**src/rtl/cnt_edge_event_pkg.sv**
```systemverilog
package cnt_edge_event_pkg;

  typedef enum logic {
    EDGE_RISE = 1'b0,
    EDGE_FALL = 1'b1
  } edge_dir_e;

  function automatic logic edge_seen(input logic prev_bit, input logic cur_bit,
                                     input edge_dir_e dir);
    logic hit;
    if (dir == EDGE_FALL) hit = prev_bit & ~cur_bit;
    else                  hit = ~prev_bit & cur_bit;
    return hit;
  endfunction

endpackage

```
**src/rtl/cnt_edge_event_rst_sync.sv**
```systemverilog
module cnt_edge_event_rst_sync #(
  parameter int unsigned STAGES = 2
) (
  input  logic clk,
  input  logic rst_n,
  output logic rst_n_sync
);

  logic [STAGES-1:0] sync_q;
  logic [STAGES-1:0] sync_d;

  always_comb begin
    sync_d = {sync_q[STAGES-2:0], 1'b1};
  end

  always_ff @(posedge clk or negedge rst_n) begin
    if (!rst_n) sync_q <= '0;
    else        sync_q <= sync_d;
  end

  assign rst_n_sync = sync_q[STAGES-1];

endmodule

```
**src/rtl/cnt_edge_event_ctl.sv**
```systemverilog
module cnt_edge_event_ctl #(
  parameter int unsigned SEL_W = 4
) (
  input  logic             clk,
  input  logic             rst_n,
  input  logic             wr_i,
  input  logic [SEL_W-1:0] sel_i,
  input  logic             fall_i,
  input  logic             en_i,
  output logic [SEL_W-1:0] sel_q,
  output logic             fall_q,
  output logic             en_q
);

  logic [SEL_W-1:0] sel_d;
  logic             fall_d;
  logic             en_d;

  always_comb begin
    sel_d  = sel_q;
    fall_d = fall_q;
    en_d   = en_q;
    if (wr_i) begin
      sel_d  = sel_i;
      fall_d = fall_i;
      en_d   = en_i;
    end
  end

  always_ff @(posedge clk or negedge rst_n) begin
    if (!rst_n) begin
      sel_q  <= '0;
      fall_q <= 1'b0;
      en_q   <= 1'b0;
    end else begin
      sel_q  <= sel_d;
      fall_q <= fall_d;
      en_q   <= en_d;
    end
  end

endmodule

```
**src/rtl/cnt_edge_event_tap.sv**
```systemverilog
module cnt_edge_event_tap #(
  parameter int unsigned SEL_W = 4,
  localparam int unsigned TAP_N = 1 << SEL_W
) (
  input  logic [TAP_N-1:0] taps_i,
  input  logic [SEL_W-1:0] sel_i,
  output logic             bit_o
);

  logic [TAP_N-1:0] pick_vec;

  for (genvar i = 0; i < TAP_N; i++) begin : g_pick
    assign pick_vec[i] = taps_i[i] & (sel_i == SEL_W'(i));
  end

  assign bit_o = |pick_vec;

endmodule

```
**src/rtl/cnt_edge_event_det.sv**
```systemverilog
module cnt_edge_event_det
  import cnt_edge_event_pkg::*;
(
  input  logic clk,
  input  logic rst_n,
  input  logic cur_bit_i,
  input  logic load_i,
  input  logic load_bit_i,
  input  logic en_i,
  input  logic fall_i,
  output logic evt_o
);

  logic prev_q, prev_d;
  logic evt_q, evt_d;
  edge_dir_e dir;

  always_comb begin
    dir    = fall_i ? EDGE_FALL : EDGE_RISE;
    prev_d = load_i ? load_bit_i : cur_bit_i;
    evt_d  = en_i & ~load_i & edge_seen(prev_q, cur_bit_i, dir);
  end

  always_ff @(posedge clk or negedge rst_n) begin
    if (!rst_n) begin
      prev_q <= 1'b0;
      evt_q  <= 1'b0;
    end else begin
      prev_q <= prev_d;
      evt_q  <= evt_d;
    end
  end

  assign evt_o = evt_q;

endmodule

```
**src/rtl/cnt_edge_event.sv**
```systemverilog
module cnt_edge_event #(
  parameter int unsigned CNT_W = 64,
  parameter int unsigned SEL_W = 4
) (
  input  logic             clk,
  input  logic             rst_n,
  input  logic [CNT_W-1:0] cnt_i,
  input  logic             ctl_wr_i,
  input  logic [SEL_W-1:0] ctl_sel_i,
  input  logic             ctl_fall_i,
  input  logic             ctl_en_i,
  output logic             event_o
);

  localparam int unsigned TAP_N = 1 << SEL_W;

  logic             rst_n_int;
  logic [SEL_W-1:0] sel_q;
  logic             fall_q;
  logic             en_q;
  logic             cur_bit;
  logic             new_bit;
  logic             wr_live;
  logic [TAP_N-1:0] taps;

  assign taps = cnt_i[TAP_N-1:0];

  if (CNT_W > TAP_N) begin : g_hi
    logic unused_hi_bits;
    assign unused_hi_bits = ^cnt_i[CNT_W-1:TAP_N];
  end

  cnt_edge_event_rst_sync #(.STAGES(2)) u_rst (
    .clk        (clk),
    .rst_n      (rst_n),
    .rst_n_sync (rst_n_int)
  );

  assign wr_live = ctl_wr_i & rst_n_int;

  cnt_edge_event_ctl #(.SEL_W(SEL_W)) u_ctl (
    .clk    (clk),
    .rst_n  (rst_n_int),
    .wr_i   (wr_live),
    .sel_i  (ctl_sel_i),
    .fall_i (ctl_fall_i),
    .en_i   (ctl_en_i),
    .sel_q  (sel_q),
    .fall_q (fall_q),
    .en_q   (en_q)
  );

  cnt_edge_event_tap #(.SEL_W(SEL_W)) u_tap_cur (
    .taps_i (taps),
    .sel_i  (sel_q),
    .bit_o  (cur_bit)
  );

  cnt_edge_event_tap #(.SEL_W(SEL_W)) u_tap_new (
    .taps_i (taps),
    .sel_i  (ctl_sel_i),
    .bit_o  (new_bit)
  );

  cnt_edge_event_det u_det (
    .clk        (clk),
    .rst_n      (rst_n_int),
    .cur_bit_i  (cur_bit),
    .load_i     (wr_live),
    .load_bit_i (new_bit),
    .en_i       (en_q),
    .fall_i     (fall_q),
    .evt_o      (event_o)
  );

endmodule

```
**config.mk**
```make
export PLATFORM = sky130hd
export DESIGN_NAME = cnt_edge_event
export DESIGN_NICKNAME = d
export VERILOG_FILES = /design/src/rtl/cnt_edge_event_pkg.sv /design/src/rtl/cnt_edge_event_rst_sync.sv /design/src/rtl/cnt_edge_event_ctl.sv /design/src/rtl/cnt_edge_event_tap.sv /design/src/rtl/cnt_edge_event_det.sv /design/src/rtl/cnt_edge_event.sv
export SDC_FILE = /design/constraint.sdc
export NUM_CORES = 1
export LEC_CHECK = 0
export ABC_CLOCK_PERIOD_IN_PS = 800
export BUFFER_PORTS_ARGS = -buffer_cell sky130_fd_sc_hd__buf_2
export CORE_MARGIN = 5
export CORE_UTILIZATION = 25
export DETAILED_ROUTE_END_ITERATION = 7
export HOLD_SLACK_MARGIN = 0.15
export PLACE_DENSITY = 0.77
export SLEW_MARGIN = 30
export SYNTH_ARGS = -nofsm -noshare
export SYNTH_HDL_FRONTEND = slang
export SYNTH_SLANG_ARGS = --single-unit
```
**constraint.sdc**
```tcl
create_clock -name clk -period 0.8 [get_ports clk]
set_input_delay 0.08 -clock clk [delete_from_list [all_inputs] [get_ports clk]]
set_output_delay 0.08 -clock clk [all_outputs]
set_load 0.02 [all_outputs]
```
==> impl_metrics.toml <==
[run_status]
status = "finished, violations left"
violations = "negative setup slack"

[critical_path]
endpoint = "u_det.evt_o$_DFF_PN0_"
start_kind = "flip-flop"
slowest_delay_ps = 510
critPathKind = "reg -> reg"
crit_arrival_ps = 2010
ff2ff_setup_slack_ps = -1030
crit_top_cell = "mux4_2"
cpMaxStageDelayCell = "mux4_2"
worstReg2RegEnd = "u_det.evt_o$_DFF_PN0_"
end_kind = "flip-flop"
path_cells = "mux4_2, mux4_2, or2_0, a21oi_1"
crit_start = "u_ctl.sel_q[2]$_DFFE_PN0P_"
worstPathRequired_ps = 980
crit_fanout = 4
r2r_cells = 4
rr_startpoint = "u_ctl.sel_q[2]$_DFFE_PN0P_"

[cts]
cts.sinks = 10
clock_path_buffers = 2
hold_buffers = 3
clock_latency_ps = 250
cts-root-buf = "clkbuf_4"
cts_tree = "built"
htree_num_levels = 1
clkTransAtPathRegs_ps = 60
cts_buffers = 3

[global_routing]
antenna_found_initial = 0
grt_pass1_wl_um = 2566
grt_max_degree = 9
track_usage_pct = 9.657
grt_remaining_overflow = 0
grt_pass1_vias = 602

[drt]
drt_iter0_drc = 6
num_vias = 514
drtPass1Iterations = 2
via_per_inst = 4.673
antenna_left = 0
drc = 0
routedWlPerCell_um = 13.41
drt_wl_total_um = 1475

[placed_design]
place_inst = 100
gp_congestion = 0.8914
dp_hpwl_um = 1270
port_buffers = 25

[finish]
n_antenna_cell = 0
mostFrequentLayoutCell = "buf_2"
multiInputGateArea_um2 = 390.4
syn2layout_area_growth_pct = 57.53
layout_common_cells = "buf_2, buf_4, mux4_2, dfrtp_1, mux2_4"
register_area_um2 = 252.7
drive_gt1_share_pct = 70.73
post_layout_nonfiller_instances = 110
fillCellCount = 226
num-nets-final = 156

[synthesis]
synth_area_leaders = "dfrtp_1, mux4_2, mux4_1"
synth_nets = 112
yosysSeqAreaShare_pct = 41.24
synth_cell_types = 13
yosysTopAreaCell = "dfrtp_1"
netlist_area_um2 = 606.8
syn_inst = 39
synth_top_area_share_pct = 41.24
yosys_warnings = 0
post_synth.cell_area_avg_um2 = 15.56
synth-seq-cells = 10

[pwr]
power_density_mw_per_mm2 = 1533
peakVddDrop_v = 0.001098
power.leakage_nw = 0.4494

[floorplan]
die_h_um = 59.27
start_util_pct = 26.91
die_w_um = 59.27
coreArea_mm2 = 0.002255
std_cell_rows = 17
dieArea_mm2 = 0.003512
ios = 74

[sta]
hold_ws_ps = 54.07
finalCritPeriodShare_pct = 228.3
fmax_ghz = 0.5475
clock_skew_ps = 1.046
slew_viol_final = 0
setup_viol = 9
rsz0062_at_grt = "true"
fin_ws_ps = -1026
finalHoldViolCount = 0
period_needed_ps = 1826

[min_path]
holdPathStages = 2
hold_path.class = "in -> reg"

[run]
max_cap_violations = 0
[layer usage]
layer / vias to the layer above / part of all wire, % / GRT usage (%)
met5: - / 0 / 0
met2: 14 / 56 / 17.47
met3: 0 / 5.6 / 4.139
met4: 0 / 0 / 1.942
li1: 246 / - / -
met1: 254 / 38 / 10.35
[how the worst min path moves through the flow]
| stage | startpoint | slack (ps) | end |
|---|---|---|---|
| global route | ctl_fall_i | 50 | u_ctl.fall_q$_DFFE_PN0P_ |
| finish | ctl_fall_i | 50 | u_ctl.fall_q$_DFFE_PN0P_ |
| floorplan | rst_n | -220 | u_rst.sync_q[0]$_DFF_PN0_ |
| global placement | rst_n | -130 | u_rst.sync_q[0]$_DFF_PN0_ |
| CTS | ctl_fall_i | 50 | u_ctl.fall_q$_DFFE_PN0P_ |
| detailed placement | rst_n | -130 | u_rst.sync_q[0]$_DFF_PN0_ |
[worst max-delay path, delay by kind of cell, from the launching register on]
kind,cells,cell delay (ps)
mux,2,1010
flops,1,410
simple gates,1,210
compound gates,1,120
[final cells by class]
class,count,area share [%]
multi-input cells,29,40.84
repair buffers,39,26.31
flip-flops and latches,10,26.44
clock buffers,4,2.749
well taps,28,3.665
[cells by family after synthesis]
kind of cell | share of synthesized area [%]
muxes | 48.66
DFF | 41.24
and+or+nand+nor | 7.216
AOI/OAI and AO/OA | 2.268
other | 0.6180
[sequential cells by signal, indices dropped and copies added (netlist names)]
register,count
u_ctl.sel_q,4
u_rst.sync_q,2
u_ctl.en_q,1
u_ctl.fall_q,1
u_det.evt_o,1
u_det.prev_q,1
[where the power goes]
part | leakage, nW | switching [W] | internal [W]
Sequential | 0.118 | 0.0000580 | 0.000578
Clock | 0.0150 | 0.000152 | 0.000192
Combinational | 0.316 | 0.000161 | 0.000324
[what timing repair did]
action / in CTS / in global routing
resized for setup: 9 / 1
endpoints found under the hold margin: 7 / 4
pin swaps: 1 / 1
buffers inserted: 3 / 0
gates cloned: 0 / 0
endpoints found under the setup margin: 9 / 9
[synth_stat cells (all sizes together)]
cell type	number
or2	1
nand4	1
mux2	6
nand2	6
mux4	9
a21oi	1
conb	1
o311ai	1
nand3	1
dfrtp	10
nor2	1
mux2i	1
[per-stage QoR]
step	power [W]	utilization (%)	setup WS, ps	TNS [ps]	cell area [um2]
3_5_place_dp	0.001077	37.35	-1068	-3006	842.1
5_1_grt	0.001566	42.40	-1119	-3252	955.9
3_3_place_gp	0.001060	37.35	-1014	-2858	842.1
2_1_floorplan	0.0008997	-	-1006	-3241	621.8
6_report	0.001465	42.40	-1026	-2895	955.9
4_1_cts	0.001483	42.01	-1032	-3001	947.2
No activity file was read; power rests on OpenSTA's default activity.
